==> src/rtl/cmd_buf_pkg.sv <==
package cmd_buf_pkg;
  localparam int unsigned TC_W = 24;
  typedef enum logic {F_IDLE, F_RUN} fetch_st_e;
endpackage

==> src/rtl/cmd_buf_store.sv <==
module cmd_buf_store #(
  parameter int unsigned DEPTH = 16,
  localparam int unsigned IDX_W = $clog2(DEPTH)
) (
  input  logic             clk_i,
  input  logic             rst_ni,
  input  logic             we_i,
  input  logic [IDX_W-1:0] widx_i,
  input  logic [7:0]       wdata_i,
  input  logic [IDX_W-1:0] ridx_i,
  output logic [7:0]       rdata_o
);
  logic [7:0] mem_q [DEPTH];

  for (genvar g = 0; g < DEPTH; g++) begin : g_ent
    always_ff @(posedge clk_i or negedge rst_ni) begin
      if (!rst_ni) mem_q[g] <= '0;
      else if (we_i && widx_i == IDX_W'(g)) mem_q[g] <= wdata_i;
    end
  end

  assign rdata_o = mem_q[ridx_i];
endmodule

==> src/rtl/cmd_buf_fetch.sv <==
module cmd_buf_fetch
  import cmd_buf_pkg::*;
#(
  parameter int unsigned DEPTH = 16,
  localparam int unsigned IDX_W = $clog2(DEPTH),
  localparam int unsigned LEN_W = $clog2(DEPTH + 1)
) (
  input  logic             clk_i,
  input  logic             rst_ni,
  input  logic             start_i,
  input  logic [TC_W-1:0]  tcount_i,
  output logic             mem_req_o,
  output logic [IDX_W-1:0] mem_addr_o,
  input  logic             mem_valid_i,
  input  logic [7:0]       mem_data_i,
  output logic             wr_en_o,
  output logic [IDX_W-1:0] wr_idx_o,
  output logic [7:0]       wr_data_o,
  output logic             busy_o,
  output logic             done_o,
  output logic [LEN_W-1:0] len_o
);
  fetch_st_e        st_q;
  logic [IDX_W-1:0] cnt_q;
  logic [LEN_W-1:0] tgt_q, len_q;
  logic             done_q;
  logic             bad_len;

  assign bad_len = (tcount_i == '0) || (tcount_i > TC_W'(DEPTH));

  always_ff @(posedge clk_i or negedge rst_ni) begin
    if (!rst_ni) begin
      st_q   <= F_IDLE;
      cnt_q  <= '0;
      tgt_q  <= '0;
      len_q  <= '0;
      done_q <= 1'b0;
    end else begin
      done_q <= 1'b0;
      unique case (st_q)
        F_IDLE: if (start_i) begin
          if (bad_len) begin
            // oversized or empty count: give up without touching memory
            done_q <= 1'b1;
            len_q  <= '0;
          end else begin
            st_q  <= F_RUN;
            cnt_q <= '0;
            tgt_q <= LEN_W'(tcount_i);
          end
        end
        F_RUN: if (mem_valid_i) begin
          cnt_q <= cnt_q + 1'b1;
          if (LEN_W'(cnt_q) + 1'b1 == tgt_q) begin
            st_q   <= F_IDLE;
            done_q <= 1'b1;
            len_q  <= tgt_q;
          end
        end
        default: st_q <= F_IDLE;
      endcase
    end
  end

  assign mem_req_o  = (st_q == F_RUN);
  assign mem_addr_o = cnt_q;
  assign wr_en_o    = (st_q == F_RUN) && mem_valid_i;
  assign wr_idx_o   = cnt_q;
  assign wr_data_o  = mem_data_i;
  assign busy_o     = (st_q == F_RUN);
  assign done_o     = done_q;
  assign len_o      = len_q;

  p_reject_r5: assert property (@(posedge clk_i) disable iff (!rst_ni)
    (st_q == F_IDLE && start_i && tcount_i > TC_W'(DEPTH)) |=> (done_o && len_o == '0 && !mem_req_o));
  p_beat_in_range_r6: assert property (@(posedge clk_i) disable iff (!rst_ni)
    (mem_req_o && mem_valid_i) |-> (LEN_W'(mem_addr_o) < tgt_q));
  p_done_len_r6: assert property (@(posedge clk_i) disable iff (!rst_ni)
    done_o |-> (len_o <= LEN_W'(DEPTH)));
endmodule

==> src/rtl/cmd_buf_loader.sv <==
module cmd_buf_loader
  import cmd_buf_pkg::*;
#(
  parameter int unsigned DEPTH = 16,
  parameter int unsigned WR_W  = 32,
  localparam int unsigned IDX_W = $clog2(DEPTH),
  localparam int unsigned LEN_W = $clog2(DEPTH + 1)
) (
  input  logic             clk_i,
  input  logic             rst_ni,
  input  logic             fifo_wr_i,
  input  logic [WR_W-1:0]  fifo_val_i,
  input  logic [7:0]       tc_lo_i,
  input  logic [7:0]       tc_mid_i,
  input  logic [7:0]       tc_hi_i,
  input  logic             dma_start_i,
  output logic             mem_req_o,
  output logic [IDX_W-1:0] mem_addr_o,
  input  logic             mem_valid_i,
  input  logic [7:0]       mem_data_i,
  input  logic             cmd_ack_i,
  input  logic             err_clr_i,
  input  logic [IDX_W-1:0] rd_idx_i,
  output logic [7:0]       rd_data_o,
  output logic             cmd_valid_o,
  output logic [LEN_W-1:0] cmd_len_o,
  output logic [LEN_W-1:0] data_cnt_o,
  output logic             cmd_mode_o,
  output logic             ovr_err_o,
  output logic             fetch_busy_o,
  output logic             fetch_done_o,
  output logic [LEN_W-1:0] fetch_len_o
);
  logic [LEN_W-1:0] len_q, dcnt_q;
  logic             mode_q, err_q, cvalid_q;

  logic             f_we, f_busy, f_done;
  logic [IDX_W-1:0] f_idx;
  logic [7:0]       f_data;
  logic [LEN_W-1:0] f_len;
  logic [TC_W-1:0]  tcount;

  assign tcount = {tc_hi_i, tc_mid_i, tc_lo_i};

  cmd_buf_fetch #(.DEPTH(DEPTH)) i_fetch (
    .clk_i, .rst_ni,
    .start_i    (dma_start_i),
    .tcount_i   (tcount),
    .mem_req_o,
    .mem_addr_o,
    .mem_valid_i,
    .mem_data_i,
    .wr_en_o    (f_we),
    .wr_idx_o   (f_idx),
    .wr_data_o  (f_data),
    .busy_o     (f_busy),
    .done_o     (f_done),
    .len_o      (f_len)
  );

  logic fifo_ok, cmd_wr, cmd_ovr, dat_wr, dat_ovr, cmd_full, dat_full, f_ok;
  assign fifo_ok  = fifo_wr_i && !f_busy && !cmd_ack_i;
  assign cmd_full = (len_q == LEN_W'(DEPTH));
  assign dat_full = (dcnt_q == LEN_W'(DEPTH - 1));
  assign cmd_wr   = fifo_ok &&  mode_q && !cmd_full;
  assign cmd_ovr  = fifo_ok &&  mode_q &&  cmd_full;
  assign dat_wr   = fifo_ok && !mode_q && !dat_full;
  assign dat_ovr  = fifo_ok && !mode_q &&  dat_full;
  assign f_ok     = f_done && (f_len != '0);

  logic             s_we;
  logic [IDX_W-1:0] s_idx;
  logic [7:0]       s_data;
  assign s_we   = f_we || cmd_wr || dat_wr;
  assign s_idx  = f_we ? f_idx : (mode_q ? IDX_W'(len_q) : IDX_W'(dcnt_q));
  assign s_data = f_we ? f_data : fifo_val_i[7:0];

  cmd_buf_store #(.DEPTH(DEPTH)) i_store (
    .clk_i, .rst_ni,
    .we_i    (s_we),
    .widx_i  (s_idx),
    .wdata_i (s_data),
    .ridx_i  (rd_idx_i),
    .rdata_o (rd_data_o)
  );

  always_ff @(posedge clk_i or negedge rst_ni) begin
    if (!rst_ni) begin
      len_q    <= '0;
      dcnt_q   <= '0;
      mode_q   <= 1'b0;
      err_q    <= 1'b0;
      cvalid_q <= 1'b0;
    end else begin
      err_q    <= (err_q && !err_clr_i) || cmd_ovr || dat_ovr;
      cvalid_q <= f_ok;
      if (f_ok) begin
        mode_q <= 1'b1;
        len_q  <= f_len;
      end else if (cmd_ack_i) begin
        mode_q <= 1'b0;
        len_q  <= '0;
      end else if (cmd_wr) begin
        len_q  <= len_q + 1'b1;
      end
      if (cmd_ack_i)   dcnt_q <= '0;
      else if (dat_wr) dcnt_q <= dcnt_q + 1'b1;
    end
  end

  assign cmd_valid_o  = cvalid_q;
  assign cmd_len_o    = len_q;
  assign data_cnt_o   = dcnt_q;
  assign cmd_mode_o   = mode_q;
  assign ovr_err_o    = err_q;
  assign fetch_busy_o = f_busy;
  assign fetch_done_o = f_done;
  assign fetch_len_o  = f_len;

  p_len_bound_r3: assert property (@(posedge clk_i) disable iff (!rst_ni)
    cmd_len_o <= LEN_W'(DEPTH));
  p_dcnt_bound_r4: assert property (@(posedge clk_i) disable iff (!rst_ni)
    data_cnt_o <= LEN_W'(DEPTH - 1));
  p_valid_mode_r7: assert property (@(posedge clk_i) disable iff (!rst_ni)
    cmd_valid_o |-> cmd_mode_o);
  p_err_sticky_r8: assert property (@(posedge clk_i) disable iff (!rst_ni)
    (ovr_err_o && !err_clr_i) |=> ovr_err_o);
  p_ack_clear_r9: assert property (@(posedge clk_i) disable iff (!rst_ni)
    (cmd_ack_i && !fetch_done_o) |=> (cmd_len_o == '0 && data_cnt_o == '0 && !cmd_mode_o));
  p_busy_hold_r10: assert property (@(posedge clk_i) disable iff (!rst_ni)
    (fetch_busy_o && !cmd_ack_i) |=> $stable(data_cnt_o));
endmodule

==> config.mk <==
export PLATFORM = sky130hd
export DESIGN_NAME = cmd_buf_loader
export DESIGN_NICKNAME = d
export VERILOG_FILES = /design/src/rtl/cmd_buf_pkg.sv /design/src/rtl/cmd_buf_store.sv /design/src/rtl/cmd_buf_fetch.sv /design/src/rtl/cmd_buf_loader.sv
export SDC_FILE = /design/constraint.sdc
export NUM_CORES = 1
export LEC_CHECK = 0
export BUFFER_PORTS_ARGS = -buffer_cell sky130_fd_sc_hd__buf_4
export CORE_MARGIN = 1
export CORE_UTILIZATION = 25
export CTS_BUF_LIST = sky130_fd_sc_hd__clkbuf_4 sky130_fd_sc_hd__clkbuf_8 sky130_fd_sc_hd__clkbuf_16
export DETAILED_ROUTE_END_ITERATION = 8
export GPL_TIMING_DRIVEN = 0
export PLACE_DENSITY = 0.52
export SLEW_MARGIN = 15
export SYNTH_ARGS = -nofsm -noshare
export SYNTH_HDL_FRONTEND = slang
export SYNTH_SLANG_ARGS = --single-unit
==> constraint.sdc <==
create_clock -name clk_i -period 3.7 [get_ports clk_i]
set_clock_uncertainty 0.15 [all_clocks]
set_input_delay 0 -clock clk_i [delete_from_list [all_inputs] [get_ports clk_i]]
set_output_delay 0 -clock clk_i [all_outputs]
set_load 0.005 [all_outputs]
==> results of run 1 <==
-- worst max-delay path: stages (launching register included) --
cell,delay (ns)
sky130_fd_sc_hd__dfrtp_1,0.51
sky130_fd_sc_hd__inv_1,0.23
sky130_fd_sc_hd__nand2_1,0.10
sky130_fd_sc_hd__nor4_1,0.86
sky130_fd_sc_hd__nand2_1,0.11
sky130_fd_sc_hd__dlygate4sd3_1,0.59
sky130_fd_sc_hd__o21ai_0,0.06
sky130_fd_sc_hd__dlygate4sd3_1,0.56
-- sequential cells by signal (all words and copies together) (netlist names) --
name / count
i_store.mem_q: 128
cmd_len_o: 5
data_cnt_o: 5
i_fetch.len_o: 5
i_fetch.tgt_q: 5
i_fetch.mem_addr_o: 4
cmd_mode_o: 1
cmd_valid_o: 1
i_fetch.busy_o: 1
i_fetch.done_o: 1
ovr_err_o: 1
-- power by group through the flow --
stage / registers, uW / logic, uW / clock network [uW]
final: 2700 / 1960 / 1800
after global routing: 2780 / 2150 / 1920
after global placement: 2710 / 1910 / 0
after CTS: 2700 / 2000 / 1850
after detailed placement: 2730 / 1950 / 0
after floorplan: 2610 / 1430 / 0
-- metal layers --
layer  vias up  wire length, um  track usage, %
met2        51            10690           24.09
met3        14              458           2.399
met5         -                0               0
met4         0              256           3.917
li1       2260                -               -
met1      2617             8643           17.15
-- synthesized netlist by cell type, types with 2 or more instances --
cell type,count
sky130_fd_sc_hd__buf_2,6
sky130_fd_sc_hd__mux2_4,8
sky130_fd_sc_hd__buf_4,3
sky130_fd_sc_hd__xnor2_1,4
sky130_fd_sc_hd__nand2_2,12
sky130_fd_sc_hd__nand2_4,4
sky130_fd_sc_hd__mux2_2,118
sky130_fd_sc_hd__mux2_1,13
sky130_fd_sc_hd__nand2_1,15
sky130_fd_sc_hd__a21oi_1,8
sky130_fd_sc_hd__and2_1,2
sky130_fd_sc_hd__nor2_1,13
sky130_fd_sc_hd__nor3_1,3
sky130_fd_sc_hd__a31o_2,4
sky130_fd_sc_hd__o2bb2ai_1,5
sky130_fd_sc_hd__buf_1,3
sky130_fd_sc_hd__o21ai_0,12
sky130_fd_sc_hd__ha_1,5
sky130_fd_sc_hd__mux4_2,40
sky130_fd_sc_hd__a21boi_0,2
sky130_fd_sc_hd__nand4_1,6
sky130_fd_sc_hd__mux2i_1,12
sky130_fd_sc_hd__nor4_1,6
sky130_fd_sc_hd__nor2_2,4
sky130_fd_sc_hd__xor2_1,8
sky130_fd_sc_hd__inv_1,10
sky130_fd_sc_hd__o21a_1,5
sky130_fd_sc_hd__dfrtp_1,157
sky130_fd_sc_hd__a211oi_4,3
sky130_fd_sc_hd__clkbuf_1,17
sky130_fd_sc_hd__nand3_1,8
-- final cells by class --
type                       count  area share (%)
timing repair buffer         113           9.844
buffer                        30           1.419
inverter                      10          0.3835
tap                          396           5.063
clock inverter                15           1.777
sequential                   157           40.14
multi-input combinational    337           37.02
clock buffer                  17           4.347
-- through the flow --
stage | power (uW) | cell area (um2) | cells
final | 6461 | 9787 | 1075
after global routing | 6844 | 9787 | 1075
after CTS | 6548 | 9787 | 1075
after detailed placement | 4679 | 8837 | 1008
after global placement | 4620 | 8802 | 1007
after floorplan | 4041 | 7729 | 534
-- repair_timing --
item	CTS	global route
buffers inserted	0	0
hold buffers	35	0
endpoints found under the hold margin	233	0
-- cells by family after synthesis --
family,synth area share [%]
AO/OA/AOI/OAI,5.051
flip-flops,50.83
adder cells (fa/ha/maj),0.8095
XOR/XNOR,1.360
buffers and inverters,2.283
multiplexers,33.85
AND/OR/NAND/NOR,5.812
-- how the worst max path moves through the flow --
stage | from | to | slack, ns
finish | i_fetch.busy_o | i_fetch.tgt_q[2] | 0.47
global route | i_fetch.busy_o | i_fetch.tgt_q[4] | 0.12
CTS | i_fetch.busy_o | i_fetch.tgt_q[4] | 0.41
detailed placement | data_cnt_o[0] | i_store.mem_q[123] | 0.90
global placement | data_cnt_o[0] | i_store.mem_q[127] | 0.90
floorplan | data_cnt_o[0] | i_store.mem_q[120] | 1.21
==> impl_summary.md, run 1 <==
STA
Once routing completed, OpenROAD measured the worst setup slack at approximately 0.47 ns. The portion of the clock cycle consumed by the worst path in the final layout is 87.35%. The max-slew violation total from the final report is 0. The worst hold slack across all endpoints is -0.01384 ns. Setup repair after global routing left no endpoint under its margin. After layout, the minimum clock period comes to around 3.2 ns.

The fmax is approximately 310 MHz. The number of endpoints with negative hold slack in the final report is 18. Measured against its own limit, the worst slew margin works out to between 30% and 40%. After routing, the total negative slack on setup checks comes to 0 ns. For the pin with the worst max-slew slack, the measured transition is between 0.9 and 1 ns.

Setup violations remaining at the end of the flow were counted as 0.

Route
Dividing the detail-routed wire length by the instance count gives between 15 and 20 um. The detailed router placed 4942 vias in this run. For this run, design rule violations remaining after detail routing come to 0. The average via count per standard cell is roughly 4.6. The count of nets left with antenna violations after detail routing is 0. The violation count after the first detailed-routing iteration is 289. The first detailed-routing pass took 6 iterations. Summed over all layers, the routed wires come to ~20 mm.

Pwr
Internal power comes to around 4500 uW. Net switching is between 20% and 30% of the power. Summed over all cells, the static leakage comes to approximately 0.0044 uW. The power share of the clock group is between 20 and 30%.

The total power per unit cell area is between 600 and 700 nW/um2. The sequential fraction of design power is between 40% and 50%. Per report_power, the combinational group accounts for a little under a third of the total. The peak ir drop on the vdd network is about 330 uV. Summed over all nets, the switching power comes to approximately 1900 uW.

Yosys
Counting flops with a built-in enable in the synthesized netlist gives 0. The post-synth design cell area is about 7700 um2. The synthesized netlist contains a little under 50 unique library cells. In the synthesized netlist the async set-or-reset flop fraction comes to 100.0%. Sorting the synthesized cells by area gives the leading types as sky130_fd_sc_hd__dfrtp_1 (51%), sky130_fd_sc_hd__mux2_2 (17%), sky130_fd_sc_hd__mux4_2 (12%), sky130_fd_sc_hd__mux2_1 (1.9%), sky130_fd_sc_hd__mux2i_1 (1.6%). The sequential area share after synthesis is between 50 and 60%. The mean instance size in the synthesized netlist is around 14 um2. The library cell with the largest summed area after synthesis is sky130_fd_sc_hd__dfrtp_1. After synthesis the netlist holds a flip-flop and latch count of roughly 160.

For this run, the number of Yosys warnings is 0. The flip-flop cell with the highest count after synthesis is sky130_fd_sc_hd__dfrtp_1. The post-synthesis cell count is ~530.

The synthesized design devotes to its leading area cell type between 50% and 60% of total area. The total nets after synthesis is 614.

Floorplanning
From bottom edge to top edge, the die measures between 150 and 200 um. The initial standard-cell utilization of the core is 25.33%. The placement row count is 64. The number of primary I/O pins is 108. The die extent in x is 177.8 um. The core region is slightly above 30000 um2. The die covers about 32000 um2.

Placement
Summed over all nets, the half-perimeter wirelength after detailed placement is roughly 13 mm. During placement, the flow inserted port buffers numbering a little under 80. The congestion estimate from routability-driven global placement came to around 0.71.

At the placement stage, the worst setup path has a slack of approximately 0.90 ns.

Clock network
Clock latency on the worst-skew pair, taken at its later pin, is 0.42 ns. For this design, the sink count on the clock tree is 157. In this run, CTS created clock tree buffers numbering 17. The number of gates given a new drive strength after cts is 0.

The clock tree from TritonCTS is yes. Clock tree synthesis selected as its root buffer the cell sky130_fd_sc_hd__clkbuf_16. The clock passes through at most 2 buffers. The clock slew seen by the registers of the worst setup and hold paths is about 0.07 ns. The H-tree was split into 4 levels.

Finish
The top cell types in the final layout, fill and taps aside, are sky130_fd_sc_hd__dfrtp_1 (157), sky130_fd_sc_hd__mux2_2 (118), sky130_fd_sc_hd__buf_4 (79). The library cell used most frequently in the layout, excluding fill and tap cells, is sky130_fd_sc_hd__dfrtp_1. The layout has ~3000 filler cells.

The final net count is around 750. The area taken by flip-flops and latches is 3929 um2. The number of antenna diodes is 0.

Of the cells placed in the final design, the portion with a size suffix greater than 1 is a little under half. Compared with the post-synthesis result, the final layout area differs by 26.63%. For this run, the share of the core covered by cells in the final layout is 32.08%. In the final layout, the multi-input gates occupy around 3600 um2.

Job
The number of max-cap violations is 0.

Setup path
The worst-case reg-to-reg path depth is 7. For the worst setup path, the data required time is 3.91 ns. The kind of start point of the critical path is a flip-flop. The endpoint of the lowest-slack register-to-register path is i_fetch.tgt_q[2]. The maximum fanout encountered on the critical timing path is 10.

The worst flop-to-flop path startpoint is i_fetch.busy_o. The slack of the worst reg-to-reg path is 0.47 ns. The critical path is of the reg2reg type. The worst setup path is captured at a flip-flop. Data arrives at the worst endpoint at about 3.4 ns.

GRT
The global-route wire length before repair is 31.75 mm. The number of global-route vias before repair is approximately 5300. Entering global routing, the biggest net connects 85 pins. The number of antenna violations at the first check in global routing is 0. The total grt overflow is 0. The global-route usage over all layers is 13.72%.

Worst hold path
The min-delay analysis places its worst path in the category in2async.

Status
The checks that failed: negative hold slack. The flow ran to the end, but the final reports show violations.
Note: power is estimated with default switching activity, not from simulation.
==> run 2, diff against run 1 <==
- GPL_ROUTABILITY_DRIVEN: default -> 0
- PLACE_DENSITY: 0.52 -> 0.54
- clock period: 3.7 -> 2.9 ns (I/O delays scaled with it)
==> run 2 against run 1 <==
  * The run now ends clean
  * Fmax rose by 17%
  * Via count rose by 1.1%
  * Final area rose by 1.4%
  * Global-route usage fell by 0.36 points
  * Hold slack improved by 0.032 ns
  * Critical path type unchanged
  * Critical endpoint is now i_store.mem_q[22]
  * Largest cell class unchanged
==> impl_summary.md, run 2 (synthesized netlist as in run 1, its figures left out) <==
STA
The max-slew violation total from the final report came to 0 (unchanged). Setup repair after global routing could not meet its margin everywhere. The worst path setup slack after routing is 0.1443 ns (-0.3237 ns). The number of setup violations in the final report is 0 (unchanged). The number of endpoints with negative hold slack in the final report is 0 (-18).

The worst hold slack across all endpoints is 0.01865 ns (+0.03249 ns). The time the worst path needs with I/O delays and setup came to 2.756 ns (-0.4763 ns). The slew at the pin closest to its max-slew limit came to 0.8676 ns (-0.1228 ns).

The tightest slew margin relative to the limit came to 42.16% (+8.8 points). The portion of the clock cycle consumed by the worst path in the final layout is 95.02% (+7.7 points). The fmax is 362.9 MHz (+17%).

Setup path
The critical path's most frequent cell is sky130_fd_sc_hd__ha_1. The worst setup path is launched from a flip-flop. The maximum fanout encountered on the critical timing path is 8 (-2). The slack of the worst reg-to-reg path was 0.14 ns (-0.32 ns). The stage delay of the slowest cell on the critical path is 0.46 ns (-0.40 ns). By startpoint and endpoint, the worst setup path is classified as reg2reg. The required time of the critical path is 3.05 ns (-0.86 ns). The critical path launch point is data_cnt_o[0].

The arrival time of the worst setup path is 2.91 ns (-0.53 ns). On the critical path, the stage with the largest delay is an instance of sky130_fd_sc_hd__dfrtp_1. The signal on the critical path passes through ha_1 > and3_1 > ha_1 > nor2_1 > a21oi_2 > a211oi_4 > nand2_2 > mux2_2. The timing endpoint of the critical path is i_store.mem_q[22]. STA classifies the critical path endpoint as a flip-flop.

The worst-case reg-to-reg path depth is 8 (+1). The worst flop-to-flop path startpoint is data_cnt_o[0]. The endpoint of the lowest-slack register-to-register path is i_store.mem_q[22].

Clock network
The clock tree from TritonCTS is yes. The maximum root-to-sink buffer count came to 2 (unchanged). The number of H-tree levels is 4 (unchanged).

The clock latency on the worst-skew pair is 0.42 ns (about the same). The number of buffers created by CTS was 17 (unchanged). The clock slew seen by the registers of the worst setup and hold paths is 0.06 ns (about the same). Clock tree synthesis selected as its root buffer the cell sky130_fd_sc_hd__clkbuf_16. The number of clock sinks seen by CTS is 157 (unchanged).

Status
The run finished with clean final reports.

Floorplanning
The area inside the core boundary is 30510 um2 (unchanged). The chip height was 177.8 um (unchanged). The placement row count came to 64 (unchanged). The number of primary I/O pins was 108 (unchanged). The die footprint is 31620 um2 (unchanged). The initial standard-cell utilization of the core was 25.33% (unchanged). The die extent in x is 177.8 um (unchanged).

Finish
The layout overhead on the synthesized area is 28.46%. The count of non-filler cells in the finished layout is 1082 (+0.65%). The top cell types in the final layout, fill and taps aside, are sky130_fd_sc_hd__dfrtp_1 (156), sky130_fd_sc_hd__mux2_2 (118), sky130_fd_sc_hd__buf_4 (79). i_store.mem_q holds more flip-flops than any other register. The summed area of non-filler cells in the final layout came to 9928 um2 (+1.4%).

The number of antenna diodes was 0 (unchanged). The flip-flop count of the largest register after layout is 128 (unchanged). The layout filler cell count is 2997 (-0.30%). The final net count was 754 (+1.1%). Leaving out fill and tap cells, the most frequent cell in the layout is sky130_fd_sc_hd__dfrtp_1. The end-of-flow core utilization is 32.54% (+0.46 points). The fraction of final layout cells with drive strength greater than 1 is 46.79% (about the same).

Pwr
The leakage power of the design came to 0.004447 uW (+1.2%). The total power per unit cell area came to 839.1 nW/um2 (+27%). The peak ir drop on the vdd network came to 414.3 uV (+27%).

Route
The count of vias placed by the detailed router is 4997 (+1.1%). The number of DRC violations after detailed routing is 0 (unchanged). The average via count per standard cell was 4.618 (+0.46%). The routed wirelength normalized by instance count came to 18.17 um (-2.6%). The overall routed net length is 19.66 mm (-1.9%). The violation count after the first detailed-routing iteration came to 210 (-27%).

The count of nets left with antenna violations after detail routing came to 0 (unchanged). The length of the first detailed-routing pass in iterations is 4 (-2).

Placement
The count of placed standard cells including taps is 1008 (unchanged). The port buffer count is 77 (unchanged). The post-place instance area came to 8837 um2 (unchanged). The detailed-placement wirelength estimate was 12.94 mm (-1.9%).

The placement-stage worst setup slack was 0.08188 ns (-0.8164 ns).

GRT
The maximum number of pins on one net before global-route repair came to 98 (+15%). The number of global-route vias before repair is 5166 (-1.7%). The number of antenna violations at the first check in global routing was 0 (unchanged). The total grt overflow is 0 (unchanged). The global-route usage over all layers was 13.36% (-0.36 points). The global-route wire length before repair is 30.88 mm (-2.7%).

Worst hold path
The path class of the lowest-slack min-delay path is in2async.

Job
The number of max-cap violations is 0 (unchanged).
run 2: final cells by class:
class | instances | area [um2] | area share [%]
Tap cell | 396 | 495.5 | 4.991
Sequential cell | 157 | 3930 | 39.58
Clock inverter | 14 | 192.7 | 1.941
Timing Repair Buffer | 121 | 1071 | 10.79
Multi-Input combinational cell | 337 | 3637 | 36.64
Clock buffer | 17 | 425.4 | 4.285
Inverter | 10 | 37.54 | 0.3781
Buffer | 30 | 138.9 | 1.399
run 2: routing by layer:
metal / GRT usage, % / up-vias / share of wire [%]
li1: - / 2272 / -
met1: 17.79 / 2620 / 46
met2: 21.86 / 82 / 50
met3: 1.928 / 23 / 2.4
met4: 5.128 / 0 / 1.7
met5: 0 / - / 0
run 2: how the worst min path moves through the flow:
stage,cells past startpoint,slack [ns],to
detailed placement,1,-0.17,i_fetch.done_o
global placement,2,0.04,ovr_err_o
global route,3,0.05,cmd_len_o[2]
floorplan,0,-0.45,cmd_len_o[0]
CTS,5,0.02,i_fetch.tgt_q[3]
finish,3,0.02,cmd_len_o[4]
run 2: what timing repair did:
| item | CTS | global route |
|---|---|---|
| setup endpoints to repair | 0 | 46 |
| hold endpoints to repair | 233 | 0 |
| setup buffers | 0 | 1 |
| gates resized for setup | 0 | 3 |
| hold buffers | 42 | 0 |
run 2: stage by stage:
stage	TNS, ns	total power (uW)
floorplan	0	5156
global placement	0	5886
detailed placement	0	5952
CTS	0	8400
global route	-0.006044	8805
finish	0	8331
run 2: power by group:
group,switching (uW),leakage [uW],internal [uW]
logic,1010,0.00213,1520
clock network,916,0.000307,1440
registers,439,0.00201,3010
total,2360,0.00445,5970
run 2: critical path: cells and delay by family (launching register included):
kind	cells	cell delay, ns
DFF	1	0.46
AOI/OAI and AO/OA	2	0.59
adders and majority gates	2	0.45
muxes	1	0.35
and+or+nand+nor	3	0.64
==> run 3, diff against run 2 <==
- ABC_AREA: default -> 1
- PLACE_DENSITY: 0.54 -> 0.53
==> run 3 against run 2 <==
  * The run now ends with negative hold slack left
  * Highest routed layer unchanged
  * Critical path type unchanged
  * Wire length grew 24%
  * Global-route usage grew 2.2 points
  * Cell count grew 42%
  * Largest power group unchanged
  * Synthesized cell count grew 86%
  * Power shrank 35%
  * Final area grew 1.9%
  * Die area grew 4.8%
  * Via count grew 43%
==> impl_summary.md, run 3 <==
Route
The routed wirelength normalized by instance count came to 15.92 um (-12%). The average via count per standard cell is 4.650 (+0.69%). The count of vias placed by the detailed router is 7147 (+43%). The count of nets left with antenna violations after detail routing was 0 (unchanged). The violation count after the first detailed-routing iteration is 534 (+150%). The overall routed net length is 24.47 mm (+24%). The length of the first detailed-routing pass in iterations is 5 (+1). The number of DRC violations after detailed routing came to 0 (unchanged).

Finish
The count of non-filler cells in the finished layout is 1537 (+42%). In the layout the commonest cells are sky130_fd_sc_hd__nand2_1 (287), sky130_fd_sc_hd__dfrtp_1 (157), sky130_fd_sc_hd__inv_1 (88). The summed area of non-filler cells in the final layout is 10110 um2 (+1.9%). The final net count is 1202 (+59%). The library cell used most frequently in the layout, excluding fill and tap cells, is sky130_fd_sc_hd__nand2_1. The fraction of final layout cells with drive strength greater than 1 was 17.80% (-29 points). Compared with the post-synthesis result, the final layout area differs by 24.84%.

The number of antenna diodes is 0 (unchanged). More flip-flops sit in one register than any other, and that register is i_store.mem_q. The flip-flop count of the largest register after layout is 128 (unchanged). The end-of-flow core utilization is 31.88% (-0.66 points).

STA
The number of setup violations in the final report is 0 (unchanged). Setup repair after global routing left no endpoint under its margin. The number of endpoints with negative hold slack in the final report is 1 (+1). The max-slew violation total from the final report came to 0 (unchanged).

The slew at the pin closest to its max-slew limit is 0.9574 ns (+0.08981 ns). The tightest slew margin relative to the limit is 36.17% (-6.0 points). The portion of the clock cycle consumed by the worst path in the final layout is 87.02% (-8.0 points). The fmax is 396.3 MHz (+9.2%). The worst path setup slack after routing is 0.3764 ns (+0.2322 ns).

The time the worst path needs with I/O delays and setup is 2.524 ns (-0.2322 ns). The post-route setup TNS came to 0 ns (unchanged). The worst hold slack across all endpoints is -0.0002730 ns (-0.01892 ns).

Yosys
The share of flip-flops with an asynchronous set or reset after synthesis is 100.0% (unchanged). Among all cell types in the netlist, the one instantiated most often is sky130_fd_sc_hd__nand2_1. The flip-flop cell with the highest count after synthesis is sky130_fd_sc_hd__dfrtp_1. The count of cell types in the netlist is 40 (-18%). The number of warnings printed during yosys synthesis came to 0 (unchanged). The post-synthesis sequential element count is 157 (unchanged).

The fraction of synthesized cell area taken by the top area cell type is 48.50% (-2.3 points). The mean instance size in the synthesized netlist is 8.141 um2 (-44%). The biggest area contributor in the post-synthesis netlist is sky130_fd_sc_hd__dfrtp_1. The post-synthesis cell count is 995 (+86%). The total nets after synthesis is 1075 (+75%).

Sorting the synthesized cells by area gives the leading types as sky130_fd_sc_hd__dfrtp_1 (49%), sky130_fd_sc_hd__nand2_1 (13%), sky130_fd_sc_hd__o21ai_0 (4.8%), sky130_fd_sc_hd__o211ai_1 (4.2%), sky130_fd_sc_hd__inv_1 (4.1%). By count the netlist is led by sky130_fd_sc_hd__nand2_1 (287), sky130_fd_sc_hd__dfrtp_1 (157), sky130_fd_sc_hd__inv_1 (88), sky130_fd_sc_hd__o21ai_0 (78), sky130_fd_sc_hd__o21ai_1 (58). The sequential area share after synthesis was 48.50% (-2.3 points). The post-synth design cell area is 8100 um2 (+4.8%). The number of synthesized flops with an enable pin came to 0 (unchanged).

Clock network
The number of H-tree levels was 4 (unchanged). The number of buffers created by CTS is 17 (unchanged). The maximum root-to-sink buffer count is 2 (unchanged).

The number of gates given a new drive strength after cts was 0 (unchanged). The clock slew seen by the registers of the worst setup and hold paths came to 0.07 ns (about the same). TritonCTS built the clock tree. The clock latency on the worst-skew pair is 0.43 ns (about the same). The number of clock sinks seen by CTS is 157 (unchanged). The clock root buffer is sky130_fd_sc_hd__clkbuf_16.

Pwr
The fraction of power spent switching nets came to 27.48% (-0.86 points). The sequential fraction of design power is 44.8% (+3.4 points). The combinational group share of total power is 12.9% (-18 points). The switching power total came to 1492 uW (-37%).

The power share of the clock group came to 42.3% (+14 points). The design internal power is 3938 uW (-34%). The total power per unit cell area is 537.0 nW/um2 (-36%).

The peak ir drop on the vdd network is 369.8 uV (-11%). The leakage power of the design is 0.004728 uW (+6.3%).

Floorplanning
The initial standard-cell utilization of the core came to 25.54% (+0.21 points). The area inside the core boundary is 31720 um2 (+4.0%). The chip height is 182 um (+2.3%).

The placement row count is 65 (+1.6%). The die extent in x was 182 um (+2.3%). The die footprint was 33120 um2 (+4.8%). The number of primary I/O pins was 108 (unchanged).

GRT
The total grt overflow came to 0 (unchanged). The global-route wire length before repair is 39.56 mm (+28%). The number of global-route vias before repair is 7114 (+38%). The global-route usage over all layers is 15.56% (+2.2 points). The number of antenna violations at the first check in global routing is 0 (unchanged). The maximum number of pins on one net before global-route repair is 82 (-16%).

Setup path
The slowest cell on the critical path is sky130_fd_sc_hd__dfrtp_1. The required time of the critical path was 3.05 ns (about the same). The kind of end point of the critical path is a flip-flop. The stage delay of the slowest cell on the critical path is 0.45 ns (about the same). The maximum fanout encountered on the critical timing path is 10 (+2). The category of the critical setup timing path is reg2reg. The kind of cell adding the most delay to the critical path is simple AND/OR/NAND/NOR gates. The arrival time of the worst setup path was 2.67 ns (-0.24 ns).

The combined buffer and inverter count along the critical path is 3 (+3). The signal on the critical path passes through ha_1 > nand2_1 > nor2_1 > ha_1 > inv_1 > nand3_2 > nand3_2 > buf_6 > nand2_2 > buf_2 > nand2_1 > o21ai_0. STA classifies the critical path startpoint as a flip-flop.

Placement
The count of placed standard cells including taps was 1477 (+47%). The placement-stage worst setup slack is 0.3435 ns (+0.2616 ns). The port buffer count came to 79 (+2.6%).

The post-place instance area came to 9231 um2 (+4.5%). The detailed-placement wirelength estimate is 17.75 mm (+37%).

Status
The final reports fail on negative hold slack. The flow ran to the end, but the final reports show violations.

Worst hold path
The path class of the tightest hold or removal check is in2async.

Job
The number of max-cap violations is 0 (unchanged).
==> run 3: cell types whose count changed after synthesis, moves of 24 or more <==
cell                       previous run  this run
sky130_fd_sc_hd__o21ai_1              1        58
sky130_fd_sc_hd__nor2_1              13        41
sky130_fd_sc_hd__mux4_2              40         0
sky130_fd_sc_hd__o21ai_0             12        78
sky130_fd_sc_hd__a21oi_1              8        32
sky130_fd_sc_hd__inv_1               10        88
sky130_fd_sc_hd__nand3_1              8        45
sky130_fd_sc_hd__nand2_1             15       287
sky130_fd_sc_hd__mux2_2             118         0
sky130_fd_sc_hd__o211ai_1             0        45
==> run 3: layer usage <==
metal	GRT usage [%]	wire length (um)
met5	0	0
met4	5.815	495
met3	2.286	955
met2	25.75	11850
met1	20.49	11160
==> run 3: worst reg2reg max path: stages, from the launching register on <==
cell and delay, ns:
sky130_fd_sc_hd__dfrtp_1 0.45, sky130_fd_sc_hd__ha_1 0.24, sky130_fd_sc_hd__nand2_1 0.08, sky130_fd_sc_hd__nor2_1 0.05
sky130_fd_sc_hd__ha_1 0.17, sky130_fd_sc_hd__inv_1 0.09, sky130_fd_sc_hd__nand3_2 0.19, sky130_fd_sc_hd__nand3_2 0.24
sky130_fd_sc_hd__buf_6 0.20, sky130_fd_sc_hd__nand2_2 0.16, sky130_fd_sc_hd__buf_2 0.23, sky130_fd_sc_hd__nand2_1 0.07
sky130_fd_sc_hd__o21ai_0 0.07
==> run 3: worst paths after layout <==
check	to	start	cells past startpoint	slack [ns]
setup / recovery	i_store.mem_q[29]	data_cnt_o[0]	12	0.38
hold / removal	i_fetch.busy_o	rst_ni	2	-0.0003
setup reg to reg	i_store.mem_q[29]	data_cnt_o[0]	12	0.38
hold reg to reg	i_store.mem_q[126]	i_store.mem_q[126]	2	0.33
max in group asynchronous	i_store.mem_q[5]	rst_ni	3	1.79
min in group clk_i	i_fetch.len_o[4]	tc_lo_i[6]	6	0.05
==> run 3: kinds of logic after synthesis <==
kind of cell | count (synthesis) | share of synthesized area [%]
and+or+nand+nor | 424 | 22.46
AOI/OAI and AO/OA | 242 | 17.93
DFF | 157 | 48.50
buffers and inverters | 149 | 8.187
muxes | 13 | 1.606
xor gates and xnor gates | 5 | 0.5406
adders and majority gates | 5 | 0.7723
==> run 3: metrics by stage <==
step                      hold WS (ns)  total power [uW]
after floorplan                -0.4456              2839
after global placement         0.03190              3130
after detailed placement       -0.1272              3147
after CTS                     0.003550              5484
after global routing           0.03124              5684
final                       -0.0002730              5431
==> run 3: power groups by stage <==
stage                     Sequential (uW)  Clock, uW  Combinational (uW)
final                                2430       2300                 700
after global placement               2470          0                 661
after detailed placement             2470          0                 673
after global routing                 2460       2440                 787
after CTS                            2430       2350                 704
after floorplan                      2450          0                 389
==> run 3: cell type report <==
type,instances,area [um2]
inverters,93,349.1
clock inverters,13,153.9
clock buffers,19,446.7
flip-flops and latches,157,3929
repair buffers,108,908.4
plain buffers,56,314.1
multi-input cells,689,3508
well taps,402,503.0
fillers,3416,21610
==> run 3: repair_timing <==
action | in CTS | in global routing
hold buffers | 28 | 0
endpoints found under the hold margin | 190 | 0
buffers inserted | 0 | 0
